`src/rtl/evc_pkg.sv`:
```
package evc_pkg;
  localparam int NLVL = 16;
  localparam int LW   = $clog2(NLVL);

  typedef logic [LW-1:0]   lvl_t;
  typedef logic [NLVL-1:0] lvec_t;

  localparam lvl_t LV_EMU = lvl_t'(0);
  localparam lvl_t LV_RST = lvl_t'(1);
  localparam lvl_t LV_NMI = lvl_t'(2);
  localparam lvl_t LV_EXC = lvl_t'(3);

  typedef struct packed {
    logic en;
    lvl_t lvl;
  } route_t;

  // lowest set bit isolated
  function automatic lvec_t low_bit(lvec_t v);
    return v & (~v + lvec_t'(1));
  endfunction

  // index of lowest set bit, 0 when empty
  function automatic lvl_t low_idx(lvec_t v);
    lvl_t r = '0;
    for (int i = NLVL - 1; i >= 0; i--)
      if (v[i]) r = lvl_t'(i);
    return r;
  endfunction
endpackage

```
`src/rtl/evc_sys_stage.sv`:
```
module evc_sys_stage
  import evc_pkg::*;
#(
  parameter int SRC_W   = 3,
  parameter int GP_BASE = 7
) (
  input  logic                 clk,
  input  logic                 rst,
  input  logic [(1<<SRC_W)-1:0] irq,
  input  logic                 cfg_we,
  input  logic [SRC_W-1:0]     cfg_src,
  input  logic                 cfg_en,
  input  lvl_t                 cfg_lvl,
  output lvec_t                gp_req
);
  localparam int   NSRC = 1 << SRC_W;
  localparam lvl_t GPB  = lvl_t'(GP_BASE);

  route_t tbl [NSRC];
  lvec_t  routed;

  always_ff @(posedge clk) begin
    if (rst) begin
      for (int s = 0; s < NSRC; s++) tbl[s] <= '{en: 1'b0, lvl: lvl_t'(NLVL - 1)};
    end else if (cfg_we) begin
      tbl[cfg_src] <= '{en: cfg_en, lvl: cfg_lvl};
    end
  end

  always_comb begin
    routed = '0;
    for (int s = 0; s < NSRC; s++)
      if (irq[s] && tbl[s].en && (tbl[s].lvl >= GPB))
        routed[tbl[s].lvl] = 1'b1;
  end

  always_ff @(posedge clk) begin
    if (rst) gp_req <= '0;
    else     gp_req <= routed;
  end
endmodule

```
`src/rtl/evc_core_prio.sv`:
```
module evc_core_prio
  import evc_pkg::*;
(
  input  logic  clk,
  input  logic  rst,
  input  lvec_t set_vec,
  input  logic  rfe,
  output logic  sel_valid,
  output lvl_t  sel_lvl,
  output logic  take,
  output lvl_t  take_lvl,
  output lvec_t active,
  output lvec_t pend
);
  lvl_t  act_top;
  lvec_t sel_hot;
  lvec_t act_keep;

  always_comb begin
    sel_lvl   = low_idx(pend);
    act_top   = low_idx(active);
    sel_valid = (pend != '0) && ((active == '0) || (sel_lvl < act_top));
    sel_hot   = sel_valid ? (lvec_t'(1) << sel_lvl) : '0;
    act_keep  = rfe ? (active & ~low_bit(active)) : active;
  end

  always_ff @(posedge clk) begin
    if (rst) begin
      take     <= 1'b0;
      take_lvl <= '0;
      active   <= '0;
      pend     <= '0;
    end else begin
      take   <= sel_valid;
      if (sel_valid) take_lvl <= sel_lvl;
      active <= act_keep | sel_hot;
      pend   <= (pend & ~sel_hot) | set_vec;
    end
  end
endmodule

```
`src/rtl/evc_ret_store.sv`:
```
module evc_ret_store
  import evc_pkg::*;
#(
  parameter int AW = 32
) (
  input  logic          clk,
  input  logic          we,
  input  lvl_t          wlvl,
  input  logic [AW-1:0] wdata,
  input  lvl_t          rlvl,
  output logic [AW-1:0] rdata
);
  logic [AW-1:0] mem [NLVL];

  always_ff @(posedge clk) begin
    if (we) mem[wlvl] <= wdata;
    rdata <= mem[rlvl];
  end
endmodule

```
`src/rtl/evc_top.sv`:
```
module evc_top
  import evc_pkg::*;
#(
  parameter int SRC_W   = 3,
  parameter int GP_BASE = 7,
  parameter int AW      = 32
) (
  input  logic                  clk,
  input  logic                  rst,
  input  logic                  emu_req,
  input  logic                  rst_evt_req,
  input  logic                  nmi_pin,
  input  logic                  wdog_expire,
  input  logic                  exc_req,
  input  logic                  swi_req,
  input  logic [3:0]            swi_lvl,
  input  logic [(1<<SRC_W)-1:0] irq,
  input  logic                  cfg_we,
  input  logic [SRC_W-1:0]      cfg_src,
  input  logic                  cfg_en,
  input  logic [3:0]            cfg_lvl,
  input  logic [AW-1:0]         pc_in,
  input  logic                  rfe,
  input  logic [3:0]            ret_sel,
  output logic                  take,
  output logic [3:0]            take_lvl,
  output logic [15:0]           active,
  output logic [AW-1:0]         ret_addr
);
  localparam lvl_t GPB = lvl_t'(GP_BASE);

  lvec_t gp_req_w;
  lvec_t set_vec;
  lvec_t pend_w;
  logic  sel_valid;
  lvl_t  sel_lvl;

  evc_sys_stage #(.SRC_W(SRC_W), .GP_BASE(GP_BASE)) u_sys (
    .clk(clk), .rst(rst), .irq(irq), .cfg_we(cfg_we), .cfg_src(cfg_src),
    .cfg_en(cfg_en), .cfg_lvl(cfg_lvl), .gp_req(gp_req_w)
  );

  always_comb begin
    set_vec         = gp_req_w;
    set_vec[LV_EMU] = set_vec[LV_EMU] | emu_req;
    set_vec[LV_RST] = set_vec[LV_RST] | rst_evt_req;
    set_vec[LV_NMI] = set_vec[LV_NMI] | nmi_pin | wdog_expire;
    set_vec[LV_EXC] = set_vec[LV_EXC] | exc_req;
    if (swi_req && (swi_lvl >= GPB)) set_vec[swi_lvl] = 1'b1;
  end

  evc_core_prio u_core (
    .clk(clk), .rst(rst), .set_vec(set_vec), .rfe(rfe),
    .sel_valid(sel_valid), .sel_lvl(sel_lvl),
    .take(take), .take_lvl(take_lvl), .active(active), .pend(pend_w)
  );

  evc_ret_store #(.AW(AW)) u_ret (
    .clk(clk), .we(sel_valid), .wlvl(sel_lvl), .wdata(pc_in),
    .rlvl(ret_sel), .rdata(ret_addr)
  );
endmodule

```
`config.mk`:
```
export PLATFORM = sky130hd
export DESIGN_NAME = evc_top
export DESIGN_NICKNAME = d
export VERILOG_FILES = /design/src/rtl/evc_pkg.sv /design/src/rtl/evc_sys_stage.sv /design/src/rtl/evc_core_prio.sv /design/src/rtl/evc_ret_store.sv /design/src/rtl/evc_top.sv
export SDC_FILE = /design/constraint.sdc
export NUM_CORES = 1
export LEC_CHECK = 0
export ABC_AREA = 1
export BUFFER_PORTS_ARGS = -buffer_cell sky130_fd_sc_hd__buf_2
export CORE_ASPECT_RATIO = 1.25
export CORE_UTILIZATION = 64
export CTS_BUF_LIST = sky130_fd_sc_hd__clkbuf_8
export CTS_CLUSTER_SIZE = 8
export DETAILED_ROUTE_END_ITERATION = 6
export PLACE_DENSITY = 0.85
export SLEW_MARGIN = 10
export SYNTH_ARGS = -nofsm -noshare
export SYNTH_HDL_FRONTEND = slang
export SYNTH_HIERARCHICAL = 1
export SYNTH_SLANG_ARGS = --single-unit
```
`constraint.sdc`:
```
create_clock -name clk -period 4.9 [get_ports clk]
set_input_delay 0.98 -clock clk [delete_from_list [all_inputs] [get_ports clk]]
set_output_delay 0.98 -clock clk [all_outputs]
set_load 0.1 [all_outputs]
```
==> impl_table.tex <==
\begin{tabular}{lr}
\hline
Metric & Value \\
\hline
\multicolumn{2}{l}{\textbf{Status}} \\
\quad Status & finished, violations left \\
\quad Violations in the final reports & design-rule violations \\
\multicolumn{2}{l}{\textbf{Timing}} \\
\quad Number of setup violations in the final report & 0 \\
\quad Setup\_tns & 0 ns \\
\quad Headroom to the max-slew limit & 19.9\% \\
\quad Setup repair after global routing missed its margin & no \\
\quad Minimum period implied by the final worst setup slack & 3.93 ns \\
\quad Final Max Slew Viols & 0 \\
\quad Skew final & 0.0248 ns \\
\quad Highest achievable clock rate & 0.255 GHz \\
\quad Slew at the pin with the worst max-slew slack & 1.20 ns \\
\quad Part of the cycle the worst path needs & 80.1\% \\
\quad Number of endpoints with negative hold slack in the final report & 0 \\
\multicolumn{2}{l}{\textbf{Clocking}} \\
\quad Clock tree from TritonCTS & done \\
\quad Number of buffers between clock root and the deepest sink & 3 \\
\quad Number of clock sinks & 637 \\
\quad Clock insertion delay at the later pin of the skew report & 0.68 ns \\
\quad Number of H-tree levels & 3 \\
\quad Post-cts sizing count & 0 \\
\quad Number of buffers inserted during clock tree synthesis & 94 \\
\quad Hold buffer count at cts & 0 \\
\quad Clock Pin Slew Worst Setup and Hold Paths & 0.06 ns \\
\quad Post-CTS Setup Inserts & 0 \\
\quad Clock root buffer & sky130\_fd\_sc\_hd\_\_clkbuf\_8 \\
\multicolumn{2}{l}{\textbf{Synth}} \\
\quad Post-synth cell types & 40 \\
\quad Synthesized area per cell & 9.77 sq um \\
\quad Post-synthesis register bit count & 637 \\
\quad Yosys top cell area share & 59.2\% \\
\quad Cell taking the most area after synthesis & sky130\_fd\_sc\_hd\_\_edfxtp\_1 \\
\quad Asr flop ratio synth & 0\% \\
\quad Number of flops mapped to enable cells by yosys & 552 \\
\quad Synthesized area & 28,000 sq um \\
\quad Cells taking the most area after synthesis & sky130\_fd\_sc\_hd\_\_edfxtp\_1 59\%, sky130\_fd\_sc\_hd\_\_nand2\_1 12\%, sky130\_fd\_sc\_hd\_\_nand3\_1 7.7\%, sky130\_fd\_sc\_hd\_\_inv\_1 6.8\%, sky130\_fd\_sc\_hd\_\_dfxtp\_1 6.1\% \\
\quad Post-synth top flop & sky130\_fd\_sc\_hd\_\_edfxtp\_1 \\
\quad Seq/Total Area, Yosys & 65.2\% \\
\quad Syn Inst Count & 2,868 \\
\quad Total number of yosys warnings & 6 \\
\quad Most numerous cell types in the synthesized netlist & 879 x sky130\_fd\_sc\_hd\_\_nand2\_1, 552 x sky130\_fd\_sc\_hd\_\_edfxtp\_1, 508 x sky130\_fd\_sc\_hd\_\_inv\_1, 433 x sky130\_fd\_sc\_hd\_\_nand3\_1, 126 x sky130\_fd\_sc\_hd\_\_nor2\_1 \\
\quad Cell with the most instances after synthesis & sky130\_fd\_sc\_hd\_\_nand2\_1 \\
\multicolumn{2}{l}{\textbf{Floorplan}} \\
\quad Ports & 119 \\
\quad Area of the die & 44,600 sq um \\
\quad Core Box Area & 43,100 sq um \\
\quad Die W & 189 um \\
\quad Vertical die dimension & 236 um \\
\quad Initial standard-cell utilization of the core & 65.0\% \\
\quad Cell Rows & 85 \\
\multicolumn{2}{l}{\textbf{Power}} \\
\quad Highest ir drop seen on vdd & 346 uV \\
\quad Clk pwr share & 33.0\% \\
\quad Total power per unit cell area & 378 nW/um\^{}2 \\
\quad Cell-internal power & 8350 uW \\
\quad Combinational power share & 12.9\% \\
\quad Total power of the final layout & 11,600 uW \\
\quad Sw Ratio & 28.0\% \\
\quad Reg power frac & 54.0\% \\
\quad LEAKAGE & 0.0136 uW \\
\quad Net switching power figure & 3250 uW \\
\multicolumn{2}{l}{\textbf{Final layout}} \\
\quad Layout cell share with drive strength beyond 1 & 11.2\% \\
\quad Count of fill cells added during filler insertion & 2,963 \\
\quad Nets & 3,074 \\
\quad Synthesis-to-finish area growth & 9.56\% \\
\multicolumn{2}{l}{\textbf{Placed design}} \\
\quad Post-DP HPWL & 44,100 um \\
\quad Port buffer count & 118 \\
\quad RePlAce Congestion & 0.923 \\
\multicolumn{2}{l}{\textbf{Setup path}} \\
\quad Crit path max fanout & 19 \\
\quad Count of cells along the worst register-to-register path & 13 \\
\quad Crit. End Element & register \\
\quad Type of the setup path with the least slack & register to register \\
\quad Kind of launch point of the worst setup path & register \\
\quad Data arrival, critical path & 4.31 ns \\
\quad Required time worst endpoint & 5.28 ns \\
\multicolumn{2}{l}{\textbf{Detailed routing}} \\
\quad Remaining antenna violation count & 0 \\
\quad Routed wire per std cell & 19.2 um \\
\quad Routed via count & 20,397 \\
\quad Number of iterations in the first detailed-routing pass & 7 \\
\quad Number of DRC violations after detailed-routing iteration 0 & 2,480 \\
\quad Drc violations & 5 \\
\quad Routed Wire Length & 70,100 um \\
\quad Vias per Instance & 5.59 \\
\multicolumn{2}{l}{\textbf{Min path}} \\
\quad Worst min path class & register to register \\
\quad WHS Path Cells & 2 \\
\multicolumn{2}{l}{\textbf{Global route}} \\
\quad Number of global-route vias before repair & 20,236 \\
\quad Maximum number of pins on one net before global-route repair & 94 \\
\quad Global-route wire length before repair & 107,000 um \\
\quad Initial antenna violation count & 4 \\
\quad Global route total overflow & 0 \\
\quad GRT Overall Usage & 31.7\% \\
\multicolumn{2}{l}{\textbf{Job}} \\
\quad MaxCap Viol Count & 0 \\
\hline
\end{tabular}
## power groups by stage
stage / Combinational (uW) / Sequential [uW] / Clock (uW)
after floorplan: 718 / 6720 / 0
after global placement: 1440 / 6370 / 0
after detailed placement: 1470 / 6380 / 0
after CTS: 1480 / 6270 / 3890
after global routing: 1600 / 6290 / 4110
final: 1500 / 6270 / 3830
## worst max-delay path: stages (launching register included)
cell	delay, ns
sky130_fd_sc_hd__dfxtp_1	0.32
sky130_fd_sc_hd__nor4_1	0.47
sky130_fd_sc_hd__nand2_1	0.12
sky130_fd_sc_hd__nand2_2	0.24
sky130_fd_sc_hd__inv_2	0.18
sky130_fd_sc_hd__ha_1	0.35
sky130_fd_sc_hd__a21oi_1	0.18
sky130_fd_sc_hd__nand2_2	0.08
sky130_fd_sc_hd__nand2_4	0.20
sky130_fd_sc_hd__nand2_2	0.13
sky130_fd_sc_hd__inv_2	0.13
sky130_fd_sc_hd__nand3b_1	0.37
sky130_fd_sc_hd__nor2_4	0.60
sky130_fd_sc_hd__buf_12	0.25
## layout by cell type (no fill, tap or decap), types with 7 or more instances in the layout
master | Yosys | routed
sky130_fd_sc_hd__a21oi_1 | 29 | 29
sky130_fd_sc_hd__a21oi_2 | 9 | 9
sky130_fd_sc_hd__buf_2 | 41 | 116
sky130_fd_sc_hd__buf_4 | 6 | 27
sky130_fd_sc_hd__clkbuf_8 | 0 | 99
sky130_fd_sc_hd__conb_1 | 1 | 7
sky130_fd_sc_hd__dfxtp_1 | 85 | 85
sky130_fd_sc_hd__edfxtp_1 | 552 | 552
sky130_fd_sc_hd__inv_1 | 508 | 573
sky130_fd_sc_hd__inv_2 | 23 | 23
sky130_fd_sc_hd__nand2_1 | 879 | 879
sky130_fd_sc_hd__nand3_1 | 433 | 433
sky130_fd_sc_hd__nand3_2 | 9 | 9
sky130_fd_sc_hd__nand4_1 | 21 | 21
sky130_fd_sc_hd__nor2_1 | 126 | 110
sky130_fd_sc_hd__nor2_2 | 8 | 8
sky130_fd_sc_hd__nor2_4 | 8 | 24
sky130_fd_sc_hd__o21ai_0 | 12 | 12
## area by class of cell
| class | instances | area (sq um) | share of cell area (%) |
|---|---|---|---|
| flip-flops and latches | 637 | 18300 | 59.6 |
| multi-input cells | 1589 | 7090 | 23.1 |
| inverters | 533 | 2010 | 6.56 |
| clock buffers | 99 | 1360 | 4.44 |
| repair buffers | 150 | 915 | 2.98 |
| well taps | 565 | 707 | 2.30 |
| clock inverters | 76 | 322 | 1.05 |
| diodes | 2 | 5.00 | 0.0163 |
## registers in the layout, indices dropped and copies added, names as in the netlist
signal,cells
u_core/take_lvl,4
u_ret/rdata,32
u_sys/gp_req,16
u_core/active,16
u_core/pend,16
u_sys/tbl,40
u_ret/mem,512
u_core/take,1
## through the flow
stage	util [%]	hold slack [ns]	worst slack, ns	instance area, sq um	instances
after floorplan	-	0.440	0.427	28000	2874
after global placement	67.3	0.428	1.05	29000	3474
after detailed placement	67.3	0.439	1.00	29000	3474
after CTS	71.2	0.452	0.984	30700	3649
after global routing	71.3	0.489	0.712	30700	3650
final	71.3	0.448	0.974	30700	3651
## cell families after synthesis
logic type	count (synthesis)	synth area share, %
AO/OA/AOI/OAI	66	1.47
adder cells (fa/ha/maj)	3	0.134
flip-flops	637	65.2
AND/OR/NAND/NOR	1513	23.2
buffers and inverters	648	9.95
other	1	0.0134
## per-layer routing
layer  global-route usage (%)  wire [um]
met5                        0         20
met3                     5.48       6690
met2                     54.3      35000
met4                     21.5       4630
met1                     36.2      23700
## worst paths after layout
kind	slack [ns]	end	start
min reg2reg	0.45	u_core/pend[5]	u_sys/gp_req[5]
min	0.45	u_core/pend[5]	u_sys/gp_req[5]
max reg2reg	0.97	u_ret/mem[9][21]	u_core/pend[10]
max	0.97	u_ret/mem[9][21]	u_core/pend[10]
Note: power is estimated with default switching activity, not from simulation.
